`src/rtl/lnkmon_pkg.sv`:
```
package lnkmon_pkg;
  typedef enum logic {
    LATCH_LOW  = 1'b0,
    LATCH_HIGH = 1'b1
  } latch_kind_e;
endpackage

```
`src/rtl/lnkmon_sync.sv`:
```
module lnkmon_sync #(
  parameter int WIDTH  = 2,
  parameter int STAGES = 2
) (
  input  logic             clk,
  input  logic             rst_n,
  input  logic [WIDTH-1:0] async_i,
  output logic [WIDTH-1:0] sync_o
);
  logic [WIDTH-1:0] chain_q [STAGES];

  for (genvar s = 0; s < STAGES; s++) begin : g_stage
    logic [WIDTH-1:0] chain_d;
    if (s == 0) begin : g_first
      assign chain_d = async_i;
    end else begin : g_next
      assign chain_d = chain_q[s-1];
    end
    always_ff @(posedge clk or negedge rst_n) begin
      if (!rst_n) chain_q[s] <= '0;
      else        chain_q[s] <= chain_d;
    end
  end

  assign sync_o = chain_q[STAGES-1];
endmodule

```
`src/rtl/lnkmon_latch.sv`:
```
module lnkmon_latch #(
  parameter lnkmon_pkg::latch_kind_e KIND = lnkmon_pkg::LATCH_HIGH
) (
  input  logic clk,
  input  logic rst_n,
  input  logic live_i,
  input  logic rearm_i,
  output logic held_o
);
  logic held_q, held_d, upd_en, merged;

  if (KIND == lnkmon_pkg::LATCH_HIGH) begin : g_hi
    assign merged = held_q | live_i;
  end else begin : g_lo
    assign merged = held_q & live_i;
  end

  always_comb begin
    held_d = rearm_i ? live_i : merged;
    upd_en = rearm_i | (held_d != held_q);
  end

  always_ff @(posedge clk or negedge rst_n) begin
    if (!rst_n)      held_q <= 1'b0;
    else if (upd_en) held_q <= held_d;
  end

  assign held_o = held_q;
endmodule

```
`src/rtl/lnkmon_top.sv`:
```
module lnkmon_top #(
  parameter int SYNC_STAGES = 2
) (
  input  logic clk,
  input  logic rst_n,
  input  logic pll_lock_i,
  input  logic sig_det_i,
  input  logic rd_std_i,
  input  logic rd_dtl_i,
  output logic std_link_o,
  output logic dtl_link_o,
  output logic dtl_lock_err_o
);
  localparam int NUM_IN = 2;

  logic [NUM_IN-1:0] raw_in, sync_in;
  logic lock_live, sd_live, err_live, link_live;

  assign raw_in = {pll_lock_i, sig_det_i};

  lnkmon_sync #(.WIDTH(NUM_IN), .STAGES(SYNC_STAGES)) u_sync (
    .clk(clk), .rst_n(rst_n), .async_i(raw_in), .sync_o(sync_in)
  );

  assign lock_live = sync_in[1];
  assign sd_live   = sync_in[0];
  assign err_live  = ~lock_live;
  assign link_live = lock_live & sd_live;

  lnkmon_latch #(.KIND(lnkmon_pkg::LATCH_LOW)) u_std_link (
    .clk(clk), .rst_n(rst_n), .live_i(link_live), .rearm_i(rd_std_i),
    .held_o(std_link_o)
  );

  lnkmon_latch #(.KIND(lnkmon_pkg::LATCH_LOW)) u_dtl_link (
    .clk(clk), .rst_n(rst_n), .live_i(link_live), .rearm_i(rd_dtl_i),
    .held_o(dtl_link_o)
  );

  lnkmon_latch #(.KIND(lnkmon_pkg::LATCH_HIGH)) u_dtl_err (
    .clk(clk), .rst_n(rst_n), .live_i(err_live), .rearm_i(rd_dtl_i),
    .held_o(dtl_lock_err_o)
  );
endmodule

```
`config.mk`:
```
export PLATFORM = sky130hd
export DESIGN_NAME = lnkmon_top
export DESIGN_NICKNAME = d
export VERILOG_FILES = /design/src/rtl/lnkmon_pkg.sv /design/src/rtl/lnkmon_sync.sv /design/src/rtl/lnkmon_latch.sv /design/src/rtl/lnkmon_top.sv
export SDC_FILE = /design/constraint.sdc
export NUM_CORES = 1
export LEC_CHECK = 0
export ABC_AREA = 1
export BUFFER_PORTS_ARGS = -buffer_cell sky130_fd_sc_hd__buf_2
export CAP_MARGIN = 20
export CORE_AREA = 2 2 39 41
export CTS_CLUSTER_SIZE = 10
export DETAILED_ROUTE_END_ITERATION = 10
export DIE_AREA = 0 0 41 43
export SETUP_SLACK_MARGIN = 0.1
export SLEW_MARGIN = 30
export SYNTH_ARGS = -nofsm -noshare
export SYNTH_HDL_FRONTEND = slang
export SYNTH_SLANG_ARGS = --single-unit
```
`constraint.sdc`:
```
create_clock -name clk -period 1.6 [get_ports clk]
set_clock_uncertainty 0.05 [all_clocks]
set_input_delay 0.32 -clock clk [delete_from_list [all_inputs] [get_ports clk]]
set_output_delay 0.32 -clock clk [all_outputs]
set_load 0.005 [all_outputs]
```
==> results.sh, run 1 <==
export IMPL_status="finished clean"
export IMPL_r2r_start="u_std_link.held_o$_DFFE_PN0P_"
export IMPL_layout_nets=35
export IMPL_yosysTopAreaCell="dfrtp_1"
export IMPL_crit_path_end_kind="primary output"
export IMPL_tightest_slew_ps=159
export IMPL_grt_pass1_wl_um=469
export IMPL_initial_utilization=0.148
export IMPL_grt_pass1_vias=133
export IMPL_power_frac_clock=0.427
export IMPL_synth_top_area_frac=0.854
export IMPL_path_depth=1
export IMPL_htreeDepth=1
export IMPL_synth_ff_type="dfrtp_1"
export IMPL_ys_ff_latch=7
export IMPL_track_usage=0.0527
export IMPL_slew_violations=0
export IMPL_critPathMaxFanout=2
export IMPL_fp_dieW_um=41
export IMPL_crit_required_ps=1230
export IMPL_power_frac_seq=0.516
export IMPL_rrSetupSlack_ps=920
export IMPL_wire_per_inst_um=6.95
export IMPL_hold_viol_final=0
export IMPL_total_power_uw=367
export IMPL_slowest_delay_ps=370
export IMPL_syn_avg_cell_area_um2=13.7
export IMPL_rsz0062_at_grt="no"
export IMPL_numCtsBuffers=3
export IMPL_gp_congestion=0.517
export IMPL_drt_pre_antenna_iters=2
export IMPL_cap_viol_max_count=0
export IMPL_dp_hpwl_um=223
export IMPL_clockBufferDepth=2
export IMPL_yosys_warnings=0
export IMPL_r2r_end="u_std_link.held_o$_DFFE_PN0P_"
export IMPL_grt_max_degree=8
export IMPL_setup_violations=0
export IMPL_setup_tns_ps=0
export IMPL_irDropWorstVdd_v=0.000476
export IMPL_synth_nets=21
export IMPL_leakagePower_uw=0.000158
export IMPL_overflow=0
export IMPL_crit_start="u_std_link.held_o$_DFFE_PN0P_"
export IMPL_core_um2=1380
export IMPL_powerDensity_nw_per_um2=1220
export IMPL_antenna_cells=0
export IMPL_cts_tree="yes"
export IMPL_p_sw_uw=74.9
export IMPL_hold_class="in2reg"
export IMPL_start_kind="register"
export IMPL_synth_cells=15
export IMPL_first_iter_violations=3
export IMPL_cp_slowest_cell="dfrtp_1"
export IMPL_max_slew_margin=0.894
export IMPL_fp_row_count=14
export IMPL_synth_cell_area_um2=205
export IMPL_totalWireLength_um=306
export IMPL_viasPerCell=3.43
export IMPL_area_growth_pct=47.0
export IMPL_boundaryPins=9
export IMPL_yosysUniqueCellTypes=4
export IMPL_worstSetupPathType="reg2out"
export IMPL_synthTopCellsByArea="dfrtp_1, nor2_1, nand2_1"
export IMPL_fin_crit_sh=0.694
export IMPL_synth_edf_count=0
export IMPL_die_area_um2=1760
export IMPL_synth_common_cells="dfrtp_1, nor2_1, nand2_1"
export IMPL_synth_most_common_cell="dfrtp_1"
export IMPL_synthArstFlopShare=1.00
export IMPL_p_sw_frac=0.204
export IMPL_rr_worst_depth=2
export IMPL_clk_pin_slew_ps=50
export IMPL_dieHeight_um=43
export IMPL_io_buffers=8
export IMPL_worstSetupEndpoint="std_link_o"
export IMPL_cts_sinks=7
export IMPL_path_cells="buf_2"
export IMPL_intPower_uw=292
export IMPL_root_buffer="clkbuf_4"
export IMPL_combPwrFrac=0.057
export IMPL_drc=0
export IMPL_vias=151
export IMPL_postRouteAntennaNets=0
export IMPL_post_route_min_period_ps=1110
export IMPL_clock_fmax_mhz=901
export IMPL_cp_top_family="flip-flops"
export IMPL_synth_seq_area_share=0.854
export IMPL_postCtsSetupRepairBufs=0
export IMPL_critPathBufInv=1
export IMPL_clock_insertion_delay_worst_skew_ps=250
export IMPL_crit_arrival_ps=740
export IMPL_drive_gt1_frac=0.393
export IMPL_antenna_found_initial=0
## cells in the final DEF, fill, tap and decap left out
| cell | synthesis | layout |
|---|---|---|
| buf_2 | 0 | 8 |
| clkbuf_1 | 0 | 1 |
| clkbuf_4 | 0 | 3 |
| dfrtp_1 | 7 | 7 |
| dlygate4sd3_1 | 0 | 1 |
| inv_1 | 1 | 1 |
| nand2_1 | 3 | 3 |
| nor2_1 | 4 | 4 |
## kinds of logic (layout without fill, tap and decap cells)
family	after synthesis	count (layout)	synth area share
flops	7	7	0.854
buf+inv	1	14	0.0183
simple gates	7	7	0.128
## how the worst min path moves through the flow
stage          slack [ps]  depth (start not counted)                                     end        from
4_1_cts               120                          1  u_sync.g_stage[1].chain_d[1]$_DFF_PN0_  pll_lock_i
3_3_place_gp          100                          1           u_dtl_link.held_o$_DFFE_PN0P_       rst_n
3_5_place_dp          110                          1            u_dtl_err.held_o$_DFFE_PN0P_       rst_n
5_1_grt               110                          1  u_sync.g_stage[1].chain_d[0]$_DFF_PN0_   sig_det_i
6_report              130                          1  u_sync.g_stage[1].chain_d[1]$_DFF_PN0_  pll_lock_i
2_1_floorplan         -30                          0            u_dtl_err.held_o$_DFFE_PN0P_       rst_n
## stage by stage
stage / hold slack (ps) / cells / util / setup slack (ps) / cell area, um^2
after floorplan: -25.6 / 15 / - / 868 / 205
after global placement: 103 / 39 / 0.192 / 761 / 265
after detailed placement: 109 / 39 / 0.192 / 751 / 265
after CTS: 118 / 44 / 0.218 / 474 / 302
after global routing: 108 / 44 / 0.218 / 441 / 302
final: 128 / 44 / 0.218 / 490 / 302
## per-layer routing
layer,GRT usage,routed length [um],vias to the layer above
li1,-,-,69
met1,0.0397,138,69
met2,0.0500,107,11
met3,0.0942,51,2
met4,0.0400,8,0
met5,0,0,-
## what timing repair did
| action | CTS | global route |
|---|---|---|
| hold buffers | 1 | 0 |
| resized for setup | 0 | 0 |
| hold endpoints to repair | 7 | 0 |
## cell type report
cell class,instances,area (um^2)
clock buffers,4,26.3
fillers,150,1080
inverters,1,3.75
multi-input cells,7,26.3
flip-flops and latches,7,175
well taps,16,20.0
repair buffers,9,50.0
## power by group through the flow
stage	Sequential, uW	Combinational (uW)	Clock [uW]
6_report	190	20.8	157
5_1_grt	190	24.2	182
4_1_cts	190	21.1	165
3_5_place_dp	193	19.2	0
3_3_place_gp	192	18.8	0
2_1_floorplan	193	4.78	0
## registers in the layout (all words and copies together) (netlist names)
signal / cells
u_dtl_err.held_o: 1
u_dtl_link.held_o: 1
u_sync.g_stage.chain_d: 2
u_sync.sync_o: 2
u_std_link.held_o: 1
No activity file was read; power rests on OpenSTA's default activity.
==> run 2: changes to the inputs <==
ABC_AREA = 0   (was 1)
clock period = 1.1 ns   (was 1.6 ns; I/O delays follow)
==> results.sh, run 2 <==
export IMPL_numPlacedInstances=38
export IMPL_vias=143
export IMPL_wire_per_inst_um=8.07
export IMPL_numCtsBuffers=3
export IMPL_critPathMaxFanout=2
export IMPL_synthArstFlopShare=1.00
export IMPL_synth_compound_area_frac=0.0247
export IMPL_start_kind="register"
export IMPL_seqCellArea_um2=175
export IMPL_leakagePower_uw=0.000160
export IMPL_synthTopCellsByArea="dfrtp_1, nor2_1, o21ai_0"
export IMPL_fin_cells=44
export IMPL_path_cells="buf_2"
export IMPL_synth_common_cells="dfrtp_1, nor2_1, inv_1, nand2_1, o21ai_0"
export IMPL_synth_fa_ha_area_frac=0
export IMPL_grt_pass1_vias=147
export IMPL_dieHeight_um=43
export IMPL_slowest_delay_ps=370
export IMPL_rsz0062_at_grt="yes"
export IMPL_initial_utilization=0.146
export IMPL_cp_top_family="flip-flops"
export IMPL_cts_tree="yes"
export IMPL_crit_arrival_ps=740
export IMPL_layout_nets=35
export IMPL_boundaryPins=9
export IMPL_cap_viol_max_count=0
export IMPL_setup_violations=0
export IMPL_yosys_warnings=0
export IMPL_drt_pre_antenna_iters=2
export IMPL_viasPerCell=3.25
export IMPL_cts_sinks=7
export IMPL_syn_avg_cell_area_um2=14.5
export IMPL_grt_max_degree=8
export IMPL_layout_setup_ws_ps=91.4
export IMPL_root_buffer="clkbuf_4"
export IMPL_gp_congestion=0.537
export IMPL_fin_crit_sh=0.917
export IMPL_synth_top_area_frac=0.864
export IMPL_worstSetupPathType="reg2out"
export IMPL_hold_ws_ps=28.1
export IMPL_max_slew_margin=0.894
export IMPL_drive_gt1_frac=0.429
export IMPL_first_iter_violations=2
export IMPL_antenna_found_initial=0
export IMPL_slew_violations=0
export IMPL_cp_slowest_cell="dfrtp_1"
export IMPL_clk_pin_slew_ps=50
export IMPL_synth_seq_area_share=0.864
export IMPL_hold_viol_final=0
export IMPL_min_path_cells=1
export IMPL_synth_top_family_by_area="simple AND/OR/NAND/NOR gates"
export IMPL_crit_required_ps=830
export IMPL_htreeDepth=1
export IMPL_synth_ff_type="dfrtp_1"
export IMPL_post_route_min_period_ps=1010
export IMPL_intPower_uw=427
export IMPL_grt_pass1_wl_um=538
export IMPL_nFillCells=148
export IMPL_fp_row_count=14
export IMPL_postRouteAntennaNets=0
export IMPL_overflow=0
export IMPL_synthXorXnorAreaFrac=0
export IMPL_synth_simple_area_share=0.0926
export IMPL_fp_dieW_um=41
export IMPL_yosysUniqueCellTypes=5
export IMPL_p_sw_frac=0.204
export IMPL_clock_insertion_delay_worst_skew_ps=250
export IMPL_yosysTopAreaCell="dfrtp_1"
export IMPL_pre_cts_ws_ps=344
export IMPL_die_area_um2=1760
export IMPL_final_common_cell="buf_2"
export IMPL_totalWireLength_um=355
export IMPL_io_buffers=8
export IMPL_power_frac_seq=0.514
export IMPL_setup_tns_ps=0
export IMPL_path_depth=1
export IMPL_synth_cell_area_um2=203
export IMPL_hold_start="sig_det_i"
export IMPL_powerDensity_nw_per_um2=1750
export IMPL_synth_edf_count=0
export IMPL_synth_nets=20
export IMPL_rr_worst_depth=3
export IMPL_synth_mux_area_frac=0
export IMPL_clockBufferDepth=2
export IMPL_ys_ff_latch=7
export IMPL_crit_start="u_dtl_link.held_o$_DFFE_PN0P_"
export IMPL_power_frac_clock=0.426
export IMPL_synth_cells=14
export IMPL_area_growth_pct=51.2
export IMPL_crit_path_end_kind="primary output"
export IMPL_total_power_uw=536
export IMPL_irDropWorstVdd_v=0.000488
export IMPL_tightest_slew_ps=158
export IMPL_core_um2=1380
export IMPL_p_sw_uw=109
export IMPL_clock_fmax_mhz=992
export IMPL_combPwrFrac=0.059
export IMPL_synth_most_common_cell="dfrtp_1"
export IMPL_hold_class="in2reg"
export IMPL_critPathBufInv=1
export IMPL_track_usage=0.0588
export IMPL_r2r_start="u_dtl_link.held_o$_DFFE_PN0P_"
export IMPL_layout_common_cells="buf_2, dfrtp_1, nor2_1"
export IMPL_multi_input_area_um2=23.8
export IMPL_drc=0
export IMPL_status="finished clean"
export IMPL_antenna_cells=0
-- run 2: routing by layer --
| metal | wire, um | part of all wire | vias to the layer above | GRT usage |
|---|---|---|---|---|
| met5 | 0 | 0 | - | 0 |
| met4 | 0 | 0 | 0 | 0.0800 |
| met3 | 49 | 0.14 | 0 | 0.0628 |
| met2 | 143 | 0.40 | 9 | 0.0594 |
| met1 | 162 | 0.46 | 64 | 0.0497 |
| li1 | - | - | 70 | - |
-- run 2: worst reg2reg max path, stage by stage (launching register included) --
cell and delay (ps):
dfrtp_1 370, buf_4 130, nor2_1 90, nor2_1 40
-- run 2: cells by family (layout without fill, tap and decap cells) --
group | count (synthesis) | after routing
buffers and inverters | 1 | 15
and+or+nand+nor | 5 | 5
AOI/OAI and AO/OA | 1 | 1
DFF | 7 | 7
-- run 2: timing repair --
item                                    CTS  global route
setup buffers                             1             0
gates resized for setup                   0             0
hold buffers                              1             0
pin swaps                                 0             0
hold endpoints to repair                  7             0
endpoints found under the setup margin    3             3
-- run 2: worst paths after layout --
check,endpoint,slack [ps]
max,dtl_link_o,90
min reg2reg,u_sync.sync_o[0]$_DFF_PN0_,300
max reg2reg,u_dtl_link.held_o$_DFFE_PN0P_,320
min in group asynchronous,u_dtl_err.held_o$_DFFE_PN0P_,280
max in group asynchronous,u_sync.g_stage[1].chain_d[1]$_DFF_PN0_,560
min,u_sync.g_stage[1].chain_d[0]$_DFF_PN0_,30
-- run 2: final cells by class --
cell class / count / area share
inverter: 1 / 0.0122
multi-input combinational: 6 / 0.0776
timing repair buffer: 10 / 0.188
tap: 16 / 0.0653
clock buffer: 4 / 0.0857
sequential: 7 / 0.571
-- run 2: power by group through the flow --
stage / clock network (uW) / logic, uW / registers [uW]
floorplan: 0 / 6.05 / 281
finish: 228 / 31.8 / 276
global placement: 0 / 26.3 / 280
CTS: 242 / 32.8 / 276
detailed placement: 0 / 27.2 / 280
global route: 254 / 36.8 / 277
-- run 2: stage by stage --
stage / utilization / cell area [um^2]
CTS: 0.222 / 307
floorplan: - / 203
finish: 0.222 / 307
detailed placement: 0.190 / 263
global placement: 0.190 / 263
global route: 0.222 / 307
==> run 3: changes to the inputs <==
GPL_TIMING_DRIVEN = 0   (was default)
clock period = 1 ns   (was 1.1 ns; I/O delays follow)
==> results.sh, run 3 (same netlist as run 2, synthesis figures left out) <==
export IMPL_antenna_found_initial=0
export IMPL_viasPerCell=3.29
export IMPL_crit_path_end_kind="primary output"
export IMPL_placed_cell_area_um2=263
export IMPL_fp_row_count=14
export IMPL_pre_cts_ws_ps=259
export IMPL_crit_required_ps=750
export IMPL_track_usage=0.0588
export IMPL_die_area_um2=1760
export IMPL_drive_gt1_frac=0.469
export IMPL_leakagePower_uw=0.000179
export IMPL_powerDensity_nw_per_um2=1780
export IMPL_slew_violations=0
export IMPL_post_route_min_period_ps=992
export IMPL_drc=0
export IMPL_tightest_slew_ps=159
export IMPL_rsz0062_at_grt="yes"
export IMPL_cts_tree="yes"
export IMPL_area_growth_pct=67.3
export IMPL_slowest_delay_ps=370
export IMPL_cp_slowest_cell="dfrtp_1"
export IMPL_status="finished clean"
export IMPL_p_sw_frac=0.205
export IMPL_layout_common_cells="buf_2, dfrtp_1, nor2_1, buf_4, clkbuf_4"
export IMPL_clk_pin_slew_ps=50
export IMPL_io_buffers=8
export IMPL_drt_pre_antenna_iters=1
export IMPL_critPathMaxFanout=2
export IMPL_overflow=0
export IMPL_power_frac_clock=0.416
export IMPL_cts_sinks=7
export IMPL_postRouteAntennaNets=0
export IMPL_grt_pass1_vias=165
export IMPL_clock_insertion_delay_worst_skew_ps=250
export IMPL_core_um2=1380
export IMPL_combPwrFrac=0.082
export IMPL_intPower_uw=481
export IMPL_numCtsBuffers=3
export IMPL_cap_viol_max_count=0
export IMPL_p_sw_uw=124
export IMPL_final_common_cell="buf_2"
export IMPL_fp_dieW_um=41
export IMPL_antenna_cells=0
export IMPL_dieHeight_um=43
export IMPL_fin_crit_sh=0.992
export IMPL_setup_violations=0
export IMPL_clockBufferDepth=2
export IMPL_worstSetupPathType="reg2out"
export IMPL_layout_nets=39
export IMPL_vias=158
export IMPL_initial_utilization=0.146
export IMPL_grt_max_degree=8
export IMPL_layout_setup_ws_ps=7.90
export IMPL_fin_area_um2=339
export IMPL_wire_per_inst_um=8.15
export IMPL_crit_arrival_ps=740
export IMPL_gp_congestion=0.520
export IMPL_boundaryPins=9
export IMPL_hold_class="in2reg"
export IMPL_dp_hpwl_um=262
export IMPL_grt_pass1_wl_um=558
export IMPL_htreeDepth=1
export IMPL_totalWireLength_um=391
export IMPL_path_cells="buf_2"
export IMPL_start_kind="register"
export IMPL_max_slew_margin=0.894
export IMPL_clock_fmax_mhz=1010
export IMPL_root_buffer="clkbuf_4"
export IMPL_first_iter_violations=0
export IMPL_cp_top_family="flip-flops"
export IMPL_power_frac_seq=0.502
export IMPL_hold_viol_final=0
export IMPL_irDropWorstVdd_v=0.000705
export IMPL_critPathBufInv=1
[run 3: final timing paths]
check                                                              end  slack, ps  depth (start not counted)                                    from
worst max-delay path                                        std_link_o          8                          1           u_std_link.held_o$_DFFE_PN0P_
worst min-delay path            u_sync.g_stage[1].chain_d[1]$_DFF_PN0_         10                          1                              pll_lock_i
worst max register to register            u_dtl_err.held_o$_DFFE_PN0P_        130                          4            u_dtl_err.held_o$_DFFE_PN0P_
worst min register to register              u_sync.sync_o[0]$_DFF_PN0_        300                          0  u_sync.g_stage[1].chain_d[0]$_DFF_PN0_
max in group asynchronous       u_sync.g_stage[1].chain_d[1]$_DFF_PN0_        490                          2                                   rst_n
min in group asynchronous                u_std_link.held_o$_DFFE_PN0P_        260                          2                                   rst_n
[run 3: area by class of cell]
| class | instances | area [um^2] |
|---|---|---|
| Clock buffer | 4 | 26.3 |
| Fill cell | 154 | 1040 |
| Tap cell | 16 | 20.0 |
| Sequential cell | 7 | 175 |
| Timing Repair Buffer | 14 | 90.1 |
| Inverter | 1 | 3.75 |
| Multi-Input combinational cell | 6 | 23.8 |
[run 3: timing repair]
action | CTS | global route
hold buffers | 2 | 0
endpoints found under the hold margin | 8 | 0
buffers inserted | 2 | 2
endpoints found under the setup margin | 3 | 3
resized for setup | 0 | 1
[run 3: layer usage]
layer / vias to the layer above / track usage / part of all wire
met5: - / 0 / 0
met4: 0 / 0.0400 / 0
met3: 0 / 0.0785 / 0.13
met2: 11 / 0.0781 / 0.45
met1: 70 / 0.0397 / 0.41
li1: 77 / - / -
[run 3: per-stage QoR]
stage	power [uW]	instances	setup TNS, ps	utilization	hold slack, ps
4_1_cts	610	46	-15.9	0.234	3.26
5_1_grt	634	48	-54.7	0.245	7.75
3_3_place_gp	336	38	0	0.190	-17.0
2_1_floorplan	315	14	0	-	-146
3_5_place_dp	339	38	0	0.190	-11.8
6_report	604	48	0	0.245	11.1
[run 3: power groups by stage]
stage	registers [uW]	clock network, uW	logic (uW)
finish	303	252	49.4
global route	305	273	56.0
CTS	304	264	43.1
detailed placement	309	0	29.9
global placement	308	0	28.5
floorplan	309	0	6.66
